$ cat config.mk
export PLATFORM = sky130hd
export DESIGN_NAME = rfsh_standby_ctrl
export DESIGN_NICKNAME = d
export VERILOG_FILES = /design/src/rtl/rfsh_pkg.sv /design/src/rtl/rfsh_timebase.sv /design/src/rtl/rfsh_seq_fsm.sv /design/src/rtl/rfsh_row_ctr.sv /design/src/rtl/rfsh_standby_ctrl.sv
export SDC_FILE = /design/constraint.sdc
export NUM_CORES = 1
export LEC_CHECK = 0
export BUFFER_PORTS_ARGS = -buffer_cell sky130_fd_sc_hd__buf_4
export CORE_MARGIN = 5
export CORE_UTILIZATION = 56
export DETAILED_ROUTE_END_ITERATION = 6
export PLACE_DENSITY = 0.82
export SLEW_MARGIN = 15
export SYNTH_ARGS = -nofsm -noshare
export SYNTH_HDL_FRONTEND = slang
export SYNTH_HIERARCHICAL = 1
export SYNTH_SLANG_ARGS = --single-unit
$ cat constraint.sdc
create_clock -name clk -period 2.4 [get_ports clk]
set_input_delay 0.6 -clock clk [delete_from_list [all_inputs] [get_ports clk]]
set_output_delay 0.6 -clock clk [all_outputs]
set_load 0.005 [all_outputs]
$ cat src/rtl/rfsh_pkg.sv
package rfsh_pkg;

    typedef enum logic [2:0] {
        ST_IDLE,
        ST_CBR_LEAD,
        ST_CBR_BOTH,
        ST_CBR_TAIL,
        ST_ROR_HOLD
    } rfsh_state_t;

    typedef enum logic [1:0] {
        TB_OFF,
        TB_NORM,
        TB_STBY
    } tb_mode_t;

endpackage

$ cat src/rtl/rfsh_timebase.sv
module rfsh_timebase
    import rfsh_pkg::*;
#(
    parameter int NORM_DIV = 223
) (
    input  logic     clk,
    input  logic     rst_n,
    input  tb_mode_t mode_q,
    input  logic     slow_clk,
    output logic     tick
);
    logic [2:0] sync_q;
    logic       slow_rise;
    logic       norm_tick;

    always_ff @(posedge clk or negedge rst_n) begin
        if (!rst_n) begin
            sync_q <= '0;
        end else begin
            sync_q <= {sync_q[1:0], slow_clk};
        end
    end

    assign slow_rise = sync_q[1] & ~sync_q[2];

    generate
        if (NORM_DIV < 2) begin : g_div_one
            assign norm_tick = (mode_q == TB_NORM);
        end else begin : g_div_cnt
            localparam int CNT_W = $clog2(NORM_DIV);
            localparam logic [CNT_W-1:0] CNT_LAST = CNT_W'(NORM_DIV - 1);
            logic [CNT_W-1:0] cnt_q;

            always_ff @(posedge clk or negedge rst_n) begin
                if (!rst_n) begin
                    cnt_q <= '0;
                end else if (mode_q != TB_NORM || cnt_q == CNT_LAST) begin
                    cnt_q <= '0;
                end else begin
                    cnt_q <= cnt_q + 1'b1;
                end
            end

            assign norm_tick = (mode_q == TB_NORM) && (cnt_q == CNT_LAST);
        end
    endgenerate

    assign tick = norm_tick || ((mode_q == TB_STBY) && slow_rise);

endmodule

$ cat src/rtl/rfsh_seq_fsm.sv
module rfsh_seq_fsm
    import rfsh_pkg::*;
#(
    parameter int HOLD_W = 3
) (
    input  logic              clk,
    input  logic              rst_n,
    input  logic              tick,
    input  tb_mode_t          mode_now,
    input  logic              cfg_cbr,
    input  logic [HOLD_W-1:0] cfg_hold,
    output tb_mode_t          mode_q,
    output rfsh_state_t       state,
    output logic              ras,
    output logic              cas,
    output logic              row_drive,
    output logic              seq_done
);
    rfsh_state_t       state_nx;
    logic              pend_q;
    logic              start;
    logic              use_cbr;
    logic [HOLD_W-1:0] hold_q;
    logic [HOLD_W-1:0] hc_q;
    logic              hold_phase;
    logic              hold_end;

    assign start      = (state == ST_IDLE) && pend_q && (mode_q != TB_OFF);
    assign use_cbr    = cfg_cbr || (mode_q == TB_STBY);
    assign hold_phase = (state == ST_CBR_BOTH) || (state == ST_ROR_HOLD);
    assign hold_end   = hold_phase && (hc_q == hold_q);
    assign seq_done   = (state == ST_ROR_HOLD) && (hc_q == hold_q);

    always_comb begin
        state_nx = state;
        unique case (state)
            ST_IDLE:     if (start) state_nx = use_cbr ? ST_CBR_LEAD : ST_ROR_HOLD;
            ST_CBR_LEAD: state_nx = ST_CBR_BOTH;
            ST_CBR_BOTH: if (hold_end) state_nx = ST_CBR_TAIL;
            ST_CBR_TAIL: state_nx = ST_IDLE;
            ST_ROR_HOLD: if (hold_end) state_nx = ST_IDLE;
            default:     state_nx = ST_IDLE;
        endcase
    end

    always_ff @(posedge clk or negedge rst_n) begin
        if (!rst_n) begin
            state  <= ST_IDLE;
            mode_q <= TB_OFF;
            pend_q <= 1'b0;
            hold_q <= '0;
            hc_q   <= '0;
        end else begin
            state <= state_nx;
            if (state == ST_IDLE) begin
                mode_q <= mode_now;
            end
            if (mode_q == TB_OFF) begin
                pend_q <= 1'b0;
            end else if (tick) begin
                pend_q <= 1'b1;
            end else if (start) begin
                pend_q <= 1'b0;
            end
            if (start) begin
                hold_q <= cfg_hold;
            end
            hc_q <= (hold_phase && !hold_end) ? hc_q + 1'b1 : '0;
        end
    end

    always_comb begin
        ras       = 1'b0;
        cas       = 1'b0;
        row_drive = 1'b0;
        unique case (state)
            ST_IDLE:     ;
            ST_CBR_LEAD: cas = 1'b1;
            ST_CBR_BOTH: begin cas = 1'b1; ras = 1'b1; end
            ST_CBR_TAIL: ras = 1'b1;
            ST_ROR_HOLD: begin ras = 1'b1; row_drive = 1'b1; end
            default:     ;
        endcase
    end

endmodule

$ cat src/rtl/rfsh_row_ctr.sv
module rfsh_row_ctr #(
    parameter int ROW_W = 9
) (
    input  logic             clk,
    input  logic             rst_n,
    input  logic             advance,
    output logic [ROW_W-1:0] row
);
    always_ff @(posedge clk or negedge rst_n) begin
        if (!rst_n) begin
            row <= '0;
        end else if (advance) begin
            row <= row + 1'b1;
        end
    end
endmodule

$ cat src/rtl/rfsh_standby_ctrl.sv
module rfsh_standby_ctrl
    import rfsh_pkg::*;
#(
    parameter int NORM_DIV = 223,
    parameter int ROW_W    = 9,
    parameter int HOLD_W   = 3,
    localparam int CFG_W   = 2 + HOLD_W
) (
    input  logic             clk,
    input  logic             rst_n,
    input  logic             pwr_good,
    input  logic             slow_clk,
    input  logic             cfg_wr,
    input  logic [CFG_W-1:0] cfg_wdata,
    output logic             ras_req,
    output logic             cas_req,
    output logic             row_valid,
    output logic [ROW_W-1:0] row_addr
);
    logic [CFG_W-1:0] cfg_q;
    tb_mode_t         mode_now;
    tb_mode_t         mode_q;
    rfsh_state_t      state;
    logic             tick;
    logic             seq_done;
    logic [ROW_W-1:0] row_cnt;

    always_ff @(posedge clk or negedge rst_n) begin
        if (!rst_n) begin
            cfg_q <= '0;
        end else if (cfg_wr) begin
            cfg_q <= cfg_wdata;
        end
    end

    always_comb begin
        if (pwr_good)      mode_now = TB_NORM;
        else if (cfg_q[0]) mode_now = TB_STBY;
        else               mode_now = TB_OFF;
    end

    rfsh_timebase #(.NORM_DIV(NORM_DIV)) u_tb (
        .clk      (clk),
        .rst_n    (rst_n),
        .mode_q   (mode_q),
        .slow_clk (slow_clk),
        .tick     (tick)
    );

    rfsh_seq_fsm #(.HOLD_W(HOLD_W)) u_fsm (
        .clk       (clk),
        .rst_n     (rst_n),
        .tick      (tick),
        .mode_now  (mode_now),
        .cfg_cbr   (cfg_q[1]),
        .cfg_hold  (cfg_q[2 +: HOLD_W]),
        .mode_q    (mode_q),
        .state     (state),
        .ras       (ras_req),
        .cas       (cas_req),
        .row_drive (row_valid),
        .seq_done  (seq_done)
    );

    rfsh_row_ctr #(.ROW_W(ROW_W)) u_row (
        .clk     (clk),
        .rst_n   (rst_n),
        .advance (seq_done),
        .row     (row_cnt)
    );

    assign row_addr = row_valid ? row_cnt : '0;

endmodule

==> results.py, run 1 <==
metrics = {
    "clock_tree": {
        "post_cts_buffers": 0,
        "post_cts_resize_count": 0,
        "cts.path.max_buffers": 2,
        "cts_num_sinks": 37,
        "holdBufCountCts": 0,
        "worstSkewPairLatency_ns": 0.34,
        "clkTransAtPathRegs_ns": 0.11,
        "numCtsBuffers": 5,
        "cts.htree.levels": 2,
        "tritoncts_clock_tree": "built",
        "ctsRootBufferMaster": "sky130_fd_sc_hd__clkbuf_4",
    },
    "synthesis": {
        "flip_flop_and_latch_count_after_synthesis": 37,
        "synth-warning-count": 6,
        "synth_sequential_area_ratio_pct": 52.93,
        "post_synth_num_cell_types": 37,
        "synth_fp_nets": 157,
        "synthCells": 143,
        "syn_area_um2": 1749,
        "syn_area_per_cell_um2": 12.23,
    },
    "timing": {
        "slew_headroom_pct": 66.26,
        "report.final.hold_viol_count": 0,
        "rsz_0062_raised_after_global_routing": "false",
        "post_route_clock_skew_ns": 0.01354,
        "post-route-period-util_pct": 91.09,
        "report.final.setup_viol": 0,
        "finalWorstPathRequiredPeriod_ns": 2.186,
        "final.setup.tns_ns": 0,
        "worst_slew_pin_slew_ns": 0.5051,
        "maxClockFrequency_mhz": 457.4,
        "finalMaxSlewViolations": 0,
    },
    "pwr": {
        "switchingPower_mw": 0.5432,
        "comb_power_share_pct": 25.0,
        "pwr-share-clk_pct": 28.4,
        "irDropWorstVdd_uv": 603.0,
        "p_sw_share_pct": 29.62,
        "cellInternalPower_mw": 1.291,
        "power.leakage_nw": 0.9485,
        "share_seq_of_total_power_pct": 46.6,
        "power_density_nw_per_um2": 898.2,
    },
    "detailed_routing": {
        "detailedRoute.firstIterationViolations": 24,
        "drtAntennaViolNets": 0,
        "drt-wirelength-per-cell_um": 14.03,
        "met2RoutedLength_um": 1512,
        "top_signal_layer_used": "met4",
        "met3RoutedLength_um": 150,
        "wirelength_um": 3003,
        "detail_route.first_pass.iterations": 4,
        "route.vias.total": 1149,
        "detail_route.drc_violations": 0,
        "wl_met1_um": 1277,
        "post_drt_via_cell_ratio": 5.369,
    },
    "cells_and_area": {
        "final_layout_size_suffix_gt1_share_pct": 29.41,
        "final_cell_area_um2": 2042,
        "fillerInstances": 237,
        "fin_nets": 183,
        "diodes": 0,
        "layout-area-overhead-vs-synth_pct": 16.74,
    },
    "worst_hold_path": {
        "min-delay-path-class": "input port to async pin",
    },
    "global_routing": {
        "vias_in_the_first_global_route": 1248,
        "grt_first_pass_wirelength_um": 5451,
        "grt_use_total_pct": 16.59,
        "global_route.overflow_total": 0,
        "maximum_number_of_pins_on_one_net_before_global_route_repair": 38,
        "grt_antenna_before_repair": 0,
    },
    "setup_path": {
        "timing.rr.start": "u_fsm/hold_q[1]",
        "timing.rr.end": "u_row/row[5]",
        "critPathLaunchType": "register",
        "cpLargestDelayFamily": "flip-flops",
        "timing.reg2reg.setup_slack_ns": 0.40,
        "setup.worst_path.end_class": "primary output",
        "max_stage_delay_ns": 0.49,
        "worst-r2r-cell-count": 6,
        "cp_cell_sequence": "nor2_1 > nand2_1 > inv_1 > and2_1 > buf_4",
        "worst_ep_arrival_time_ns": 1.59,
        "critical_path_buf_inv_count": 2,
        "path_max_fanout": 10,
        "critical_path_class": "register to primary output",
        "cell_with_the_largest_stage_delay_on_the_worst_path": "sky130_fd_sc_hd__dfrtp_1",
        "worst-endpoint-required_ns": 1.80,
    },
    "die": {
        "die-width_um": 65.89,
        "ios": 22,
        "fp-row-count": 20,
        "initial_utilization_pct": 57.77,
        "core_area_um2": 3028,
        "dieArea_um2": 4341,
        "die_height_um": 65.89,
    },
    "placed_design": {
        "dpl.hpwl_um": 2230,
        "finalWeightedCongestion": 0.7959,
        "place_area_um2": 1939,
        "numPortBuffers": 21,
    },
    "flow_run": {
        "max-cap-violations": 0,
    },
    "run_status": {
        "status": "complete, no violations",
    },
}
## sequential cells by signal (all words and copies together) (netlist names)
name,count
u_fsm/mode_q,2
u_fsm/hold_q,3
u_fsm/pend_q,1
u_tb/sync_q,3
u_row/row,9
cfg_q,5
u_fsm/state,3
u_tb/g_div_cnt.cnt_q,8
u_fsm/hc_q,3
## stage by stage
stage / utilization (%) / instances / power (mW) / hold slack, ns / worst slack, ns
4_1_cts: 67.44 / 214 / 1.856 / 0.2000 / 0.1976
5_1_grt: 67.44 / 214 / 1.945 / 0.2094 / 0.06099
3_5_place_dp: 64.05 / 206 / 1.325 / 0.3386 / 0.4426
2_1_floorplan: - / 143 / 1.193 / 0.3044 / 0.6481
6_report: 67.44 / 214 / 1.834 / 0.1997 / 0.2139
3_3_place_gp: 64.05 / 206 / 1.290 / 0.3332 / 0.5579
## layout make-up
cell class                 count  area, um^2  area share, %
tap                           44       55.05          2.696
multi-input combinational    100       785.8          38.48
timing repair buffer          21       157.7          7.721
clock inverter                 3       65.06          3.186
clock buffer                   5       37.54          1.838
sequential                    37       925.9          45.34
inverter                       4       15.01         0.7353
## power by group through the flow
stage / clock (mW) / sequential (mW) / combinational [mW]
6_report: 0.521 / 0.854 / 0.459
5_1_grt: 0.565 / 0.875 / 0.505
4_1_cts: 0.538 / 0.856 / 0.463
3_5_place_dp: 0 / 0.868 / 0.458
3_3_place_gp: 0 / 0.857 / 0.433
2_1_floorplan: 0 / 0.822 / 0.371
## cells by family after synthesis
kind of cell	after synthesis	synth area share [%]
simple gates	54	18.96
fa+ha+maj	4	2.861
mux	12	8.369
buf+inv	6	2.146
xor+xnor	17	8.512
flops	37	52.93
compound gates	13	6.224
## routing by layer
metal / vias up / track usage [%]
met5: - / 0
met4: 0 / 9.326
met3: 7 / 3.741
met2: 26 / 28.41
met1: 565 / 18.94
li1: 551 / -
## how the worst max path moves through the flow
| stage | slack, ns | end | start | depth (start not counted) |
|---|---|---|---|---|
| 6_report | 0.21 | row_addr[3] | u_fsm/state[1] | 5 |
| 5_1_grt | 0.06 | row_addr[3] | u_fsm/state[1] | 5 |
| 4_1_cts | 0.20 | row_addr[3] | u_fsm/state[1] | 5 |
| 3_5_place_dp | 0.44 | u_row/row[5] | u_fsm/hold_q[1] | 6 |
| 3_3_place_gp | 0.56 | u_row/row[5] | u_fsm/hold_q[2] | 6 |
| 2_1_floorplan | 0.65 | u_row/row[5] | u_fsm/hc_q[0] | 6 |
## synth_stat cells, drive strengths merged
cell type	number	share of area [%]
xor2	4	2.0
buf	2	1.3
and2	9	3.2
and4	1	0.50
o22ai	1	0.36
inv	4	0.86
nor3b	1	0.43
and3	4	1.8
o21bai	1	0.43
or4b	1	0.57
nand3b	1	0.43
nand2b	1	0.36
nand4	6	2.5
o22a	1	0.50
nor2	8	1.7
and2b	1	0.50
o21ai	4	1.1
o211a	1	1.0
nand3	6	2.0
or3	3	1.1
nand2	7	1.6
a21oi	3	0.86
xnor2	13	6.5
ha	4	2.9
nor3	3	1.5
nor2b	2	0.72
a211oi	1	0.43
o311ai	1	1.5
mux2	12	8.4
dfrtp	37	53
## cell usage in the layout (no fill, tap or decap), types with 4 or more instances in the layout
cell	count
sky130_fd_sc_hd__xor2_1	4
sky130_fd_sc_hd__nand4_1	5
sky130_fd_sc_hd__nand2_1	6
sky130_fd_sc_hd__ha_1	4
sky130_fd_sc_hd__xnor2_1	13
sky130_fd_sc_hd__o21ai_0	4
sky130_fd_sc_hd__and2_1	9
sky130_fd_sc_hd__dfrtp_1	37
sky130_fd_sc_hd__buf_4	21
sky130_fd_sc_hd__nor2_1	8
sky130_fd_sc_hd__clkbuf_4	5
sky130_fd_sc_hd__inv_1	4
sky130_fd_sc_hd__mux2_2	9
sky130_fd_sc_hd__nand3_1	5
No activity file was read; power rests on OpenSTA's default activity.
==> run 2, diff against run 1 <==
Settings changed: CORE_ASPECT_RATIO from default to 0.7.
==> run 2 against run 1 <==
  * Wire length fell by 1.1%
  * Worst hold slack improved by 0.057 ns
  * Cell area rose by 0.31%
  * Utilization fell by 1.0 points
  * Combinational power fell by 3%
  * Flip-flop and latch count did not move
  * Power rose by 0.83%
  * Highest routed layer unchanged
==> results.py, run 2 (synthesis gave the netlist of run 1 again) <==
metrics = {
    "worst_hold_path": {
        "min-delay-path-class": "input port to async pin",
    },
    "cells_and_area": {
        "layout-area-overhead-vs-synth_pct": 17.10,
        "multi_input_logic_area_um2": 785.8,
        "final_common_cell": "sky130_fd_sc_hd__dfrtp_1",
        "fin_nets": 183,
        "flip_flop_count_of_the_largest_register_all_copies_and_words_added": 9,
        "postLayoutCoreUtil_pct": 66.41,
        "largest_reg_by_ff_count": "u_row/row",
        "ff_latch_area_um2": 925.9,
        "fillerInstances": 247,
        "diodes": 0,
        "final_layout_size_suffix_gt1_share_pct": 28.82,
        "commonest_cells_after_routing_fill_and_taps_aside": "sky130_fd_sc_hd__dfrtp_1 (37), sky130_fd_sc_hd__buf_4 (21), sky130_fd_sc_hd__xnor2_1 (13)",
        "biggestRegsByFlops": "u_row/row (9), u_tb/g_div_cnt.cnt_q (8), cfg_q (5)",
        "final_cell_area_um2": 2048,
    },
    "detailed_routing": {
        "drt-wirelength-per-cell_um": 14.28,
        "post_drt_via_cell_ratio": 5.413,
        "detail_route.first_pass.iterations": 4,
        "drtAntennaViolNets": 0,
        "wirelength_um": 2971,
        "detail_route.drc_violations": 0,
        "route.vias.total": 1126,
        "detailedRoute.firstIterationViolations": 91,
    },
    "timing": {
        "report.final.setup_viol": 0,
        "finalWorstPathRequiredPeriod_ns": 2.105,
        "worst_slew_pin_slew_ns": 0.4589,
        "rsz_0062_raised_after_global_routing": "false",
        "finalMaxSlewViolations": 0,
        "post-route-period-util_pct": 87.71,
        "slew_headroom_pct": 69.41,
        "post_route_clock_skew_ns": 0.002008,
        "final.setup.tns_ns": 0,
        "maxClockFrequency_mhz": 475.0,
        "report.final.hold_viol_count": 0,
    },
    "placed_design": {
        "finalWeightedCongestion": 0.7611,
        "dpl.hpwl_um": 2208,
        "numPortBuffers": 21,
        "place_area_um2": 1932,
    },
    "setup_path": {
        "critPathLaunchType": "register",
        "worst_ep_arrival_time_ns": 1.51,
        "setup.worst_path.end_class": "primary output",
        "critical_path_class": "register to primary output",
        "timing.rr.start": "u_fsm/hc_q[0]",
        "worst-endpoint-required_ns": 1.80,
        "setup.worst_path.start": "u_fsm/state[1]",
        "path_max_fanout": 10,
        "worst-r2r-cell-count": 6,
        "timing.reg2reg.setup_slack_ns": 0.40,
        "timing.rr.end": "u_row/row[5]",
    },
    "clock_tree": {
        "cts_num_sinks": 37,
        "clkTransAtPathRegs_ns": 0.07,
        "holdBufCountCts": 0,
        "tritoncts_clock_tree": "built",
        "post_cts_resize_count": 0,
        "ctsRootBufferMaster": "sky130_fd_sc_hd__clkbuf_8",
        "post_cts_buffers": 0,
        "cts.htree.levels": 2,
        "numCtsBuffers": 5,
        "cts.path.max_buffers": 2,
        "worstSkewPairLatency_ns": 0.29,
    },
    "die": {
        "ios": 22,
        "core_area_um2": 3084,
        "dieArea_um2": 4359,
        "initial_utilization_pct": 56.71,
        "die-width_um": 76.80,
        "fp-row-count": 17,
        "die_height_um": 56.76,
    },
    "global_routing": {
        "global_route.overflow_total": 0,
        "vias_in_the_first_global_route": 1198,
        "maximum_number_of_pins_on_one_net_before_global_route_repair": 38,
        "grt_antenna_before_repair": 0,
        "grt_first_pass_wirelength_um": 5409,
        "grt_use_total_pct": 15.68,
    },
    "pwr": {
        "power_density_nw_per_um2": 902.9,
        "power.leakage_nw": 0.9518,
        "irDropWorstVdd_uv": 500.6,
    },
    "run_status": {
        "status": "complete, no violations",
    },
    "flow_run": {
        "max-cap-violations": 0,
    },
}
-- run 2: power breakdown --
| part | leakage [nW] | total [mW] | switching [mW] | internal [mW] |
|---|---|---|---|---|
| sequential | 0.487 | 0.859 | 0.136 | 0.723 |
| clock | 0.0585 | 0.545 | 0.207 | 0.338 |
| combinational | 0.406 | 0.445 | 0.201 | 0.244 |
-- run 2: metrics by stage --
stage / setup WS [ns] / hold WS, ns / std cells / total power [mW]
floorplan: 0.6481 / 0.3044 / 143 / 1.193
global placement: 0.5516 / 0.3343 / 200 / 1.292
detailed placement: 0.4022 / 0.3451 / 200 / 1.321
CTS: 0.2779 / 0.2705 / 208 / 1.874
global route: 0.1773 / 0.2917 / 208 / 1.984
finish: 0.2949 / 0.2571 / 208 / 1.849
-- run 2: worst max-delay path by stage --
stage                   endpoint  cells after the start
global route        u_row/row[5]                      6
detailed placement  u_row/row[5]                      6
global placement    u_row/row[5]                      6
finish               row_addr[3]                      5
floorplan           u_row/row[5]                      6
CTS                  row_addr[7]                      5
-- run 2: cell type report --
class / instances / share of cell area (%)
clock buffer: 7 / 4.215
inverter: 4 / 0.7330
multi-input combinational: 100 / 38.36
timing repair buffer: 21 / 7.697
sequential: 37 / 45.20
tap: 38 / 2.321
clock inverter: 1 / 1.466
-- run 2: per-layer routing --
layer / vias up / GRT usage (%) / routed length, um
met1: 545 / 19.77 / 1408
met4: 0 / 8.479 / 66
met3: 7 / 5.128 / 130
met5: - / 0 / 0
met2: 22 / 23.82 / 1365
li1: 552 / - / -
-- run 2: critical path, cell delays in order (launching register included) --
cell and delay, ns:
sky130_fd_sc_hd__dfrtp_1 0.48, sky130_fd_sc_hd__nor2_1 0.16, sky130_fd_sc_hd__nand2_1 0.09, sky130_fd_sc_hd__inv_1 0.20, sky130_fd_sc_hd__and2_1 0.17, sky130_fd_sc_hd__buf_4 0.11
==> run 3, diff against run 2 <==
Settings changed: CORE_MARGIN 5 to default.
Clock period 2.4 ns to 2 ns, I/O delays scaled along.
==> run 3 against run 2 <==
  * Sequential power grew 18%
  * Global-route usage grew 8.1 points
  * Clock power grew 3%
  * Cell area grew 0.55%
  * First-iteration DRC count shrank 4.4%
  * Count of clock-buffer cells in the layout is the same
  * Clock skew grew 0.0012 ns
  * Power grew 18%
  * Flip-flop and latch count is the same
  * Die area shrank 23%
==> results.py, run 3 (synthesis gave the netlist of run 1 again) <==
metrics = {
    "cells_and_area": {
        "ff_latch_area_um2": 927.1,
        "multi_input_logic_area_um2": 788.3,
        "fillerInstances": 204,
        "final_common_cell": "sky130_fd_sc_hd__dfrtp_1",
        "biggestRegsByFlops": "u_row/row (9), u_tb/g_div_cnt.cnt_q (8), cfg_q (5)",
        "diodes": 0,
        "layout-area-overhead-vs-synth_pct": 17.74,
        "flip_flop_count_of_the_largest_register_all_copies_and_words_added": 9,
        "final_layout_size_suffix_gt1_share_pct": 32.37,
        "postLayoutCoreUtil_pct": 71.44,
        "commonest_cells_after_routing_fill_and_taps_aside": "sky130_fd_sc_hd__dfrtp_1 (36), sky130_fd_sc_hd__buf_4 (24), sky130_fd_sc_hd__xnor2_1 (13)",
        "fin_nets": 186,
        "largest_reg_by_ff_count": "u_row/row",
        "final_cell_area_um2": 2059,
    },
    "setup_path": {
        "path_max_fanout": 10,
        "cp_num_cells": 5,
        "timing.reg2reg.setup_slack_ns": 0.20,
        "critical_path_class": "register to primary output",
        "worst-r2r-cell-count": 7,
        "critPathLaunchType": "register",
        "cell_with_the_largest_stage_delay_on_the_worst_path": "sky130_fd_sc_hd__dfrtp_2",
        "worst-endpoint-required_ns": 1.50,
        "worst_ep_arrival_time_ns": 1.42,
        "cp_cell_sequence": "nor2_1 > nand2_2 > inv_4 > and2_1 > buf_4",
        "timing.rr.end": "u_row/row[5]",
        "timing.rr.start": "u_fsm/hold_q[2]",
        "max_stage_delay_ns": 0.46,
        "cpLargestDelayFamily": "simple AND/OR/NAND/NOR gates",
        "setup.worst_path.end_class": "primary output",
        "critical_path_buf_inv_count": 2,
    },
    "die": {
        "core_area_um2": 2883,
        "dieArea_um2": 3355,
        "initial_utilization_pct": 60.68,
        "die-width_um": 68.80,
        "die_height_um": 48.76,
        "ios": 22,
        "fp-row-count": 16,
    },
    "placed_design": {
        "numPortBuffers": 21,
        "finalWeightedCongestion": 0.7851,
        "place_area_um2": 1952,
        "dpl.hpwl_um": 2331,
        "detailedPlace.worstSlack_ns": 0.2375,
    },
    "timing": {
        "post_route_clock_skew_ns": 0.003215,
        "slew_headroom_pct": 70.05,
        "maxClockFrequency_mhz": 519.8,
        "final.setup.worst_slack_ns": 0.07605,
        "worst_slew_pin_slew_ns": 0.4493,
        "final.setup.tns_ns": 0,
        "report.final.setup_viol": 0,
        "finalMaxSlewViolations": 0,
        "finalHoldWorstSlack_ns": 0.1567,
        "finalWorstPathRequiredPeriod_ns": 1.924,
        "post-route-period-util_pct": 96.20,
        "report.final.hold_viol_count": 0,
    },
    "global_routing": {
        "grt_antenna_before_repair": 0,
        "maximum_number_of_pins_on_one_net_before_global_route_repair": 38,
        "vias_in_the_first_global_route": 1193,
        "global_route.overflow_total": 0,
        "grt_use_total_pct": 23.82,
        "grt_first_pass_wirelength_um": 5554,
    },
    "detailed_routing": {
        "wirelength_um": 3186,
        "drt-wirelength-per-cell_um": 15.24,
        "detailedRoute.firstIterationViolations": 87,
        "drtAntennaViolNets": 0,
        "detail_route.drc_violations": 0,
        "route.vias.total": 1142,
        "detail_route.first_pass.iterations": 6,
        "post_drt_via_cell_ratio": 5.464,
    },
    "clock_tree": {
        "cts.htree.levels": 2,
        "cts_num_sinks": 37,
        "clkTransAtPathRegs_ns": 0.07,
        "numCtsBuffers": 5,
        "holdBufCountCts": 0,
        "worstSkewPairLatency_ns": 0.29,
        "tritoncts_clock_tree": "built",
        "cts.path.max_buffers": 2,
        "ctsRootBufferMaster": "sky130_fd_sc_hd__clkbuf_8",
    },
    "pwr": {
        "irDropWorstVdd_uv": 765.2,
        "power_density_nw_per_um2": 1057,
        "power.leakage_nw": 0.9597,
    },
    "run_status": {
        "status": "complete, no violations",
    },
    "worst_hold_path": {
        "min-delay-path-class": "input port to async pin",
    },
    "flow_run": {
        "max-cap-violations": 0,
    },
}
run 3: cell types whose count changed in the layout (fill, tap and decap cells not counted):
cell                        change
sky130_fd_sc_hd__inv_4          +1
sky130_fd_sc_hd__inv_1          -1
sky130_fd_sc_hd__nand2_2        +1
sky130_fd_sc_hd__dfrtp_1        -1
sky130_fd_sc_hd__clkbuf_1       -1
sky130_fd_sc_hd__buf_4          +3
sky130_fd_sc_hd__clkbuf_8       +1
sky130_fd_sc_hd__nand2_1        -1
sky130_fd_sc_hd__bufinv_16      -1
sky130_fd_sc_hd__clkinv_2       +1
sky130_fd_sc_hd__dfrtp_2        +1
run 3: worst max-delay path by stage:
stage | endpoint | startpoint
finish | row_addr[6] | u_fsm/state[0]
global route | row_addr[0] | u_fsm/state[0]
CTS | row_addr[6] | u_fsm/state[0]
detailed placement | u_row/row[5] | u_fsm/hold_q[2]
global placement | u_row/row[5] | u_fsm/hold_q[2]
floorplan | u_row/row[5] | u_fsm/hc_q[0]
run 3: timing repair:
item / CTS / global route
gates resized for setup: 1 / 3
buffers inserted: 0 / 0
setup endpoints to repair: 9 / 9
run 3: area by class of cell:
| type | instances | area share, % |
|---|---|---|
| Timing Repair Buffer | 24 | 8.748 |
| Multi-Input combinational cell | 100 | 38.27 |
| Sequential cell | 37 | 45.02 |
| Clock buffer | 7 | 4.678 |
| Clock inverter | 1 | 0.2430 |
| Tap cell | 36 | 2.187 |
| Inverter | 4 | 0.8505 |
run 3: per-stage QoR:
step                      cells  total power, mW
after floorplan             143            1.431
after global placement      201            1.570
after detailed placement    201            1.622
after CTS                   209            2.182
after global routing        209            2.309
final                       209            2.177
run 3: routing by layer:
layer | global-route usage (%) | part of all wire (%) | vias to the layer above
li1 | - | - | 554
met1 | 34.28 | 49 | 559
met2 | 33.99 | 45 | 21
met3 | 6.840 | 4.0 | 8
met4 | 9.184 | 1.8 | 0
met5 | 0 | 0 | -
run 3: where the power goes:
group	total, mW	switching, mW	internal [mW]
combinational	0.600	0.290	0.310
clock	0.563	0.252	0.311
sequential	1.01	0.145	0.869
total	2.18	0.686	1.49
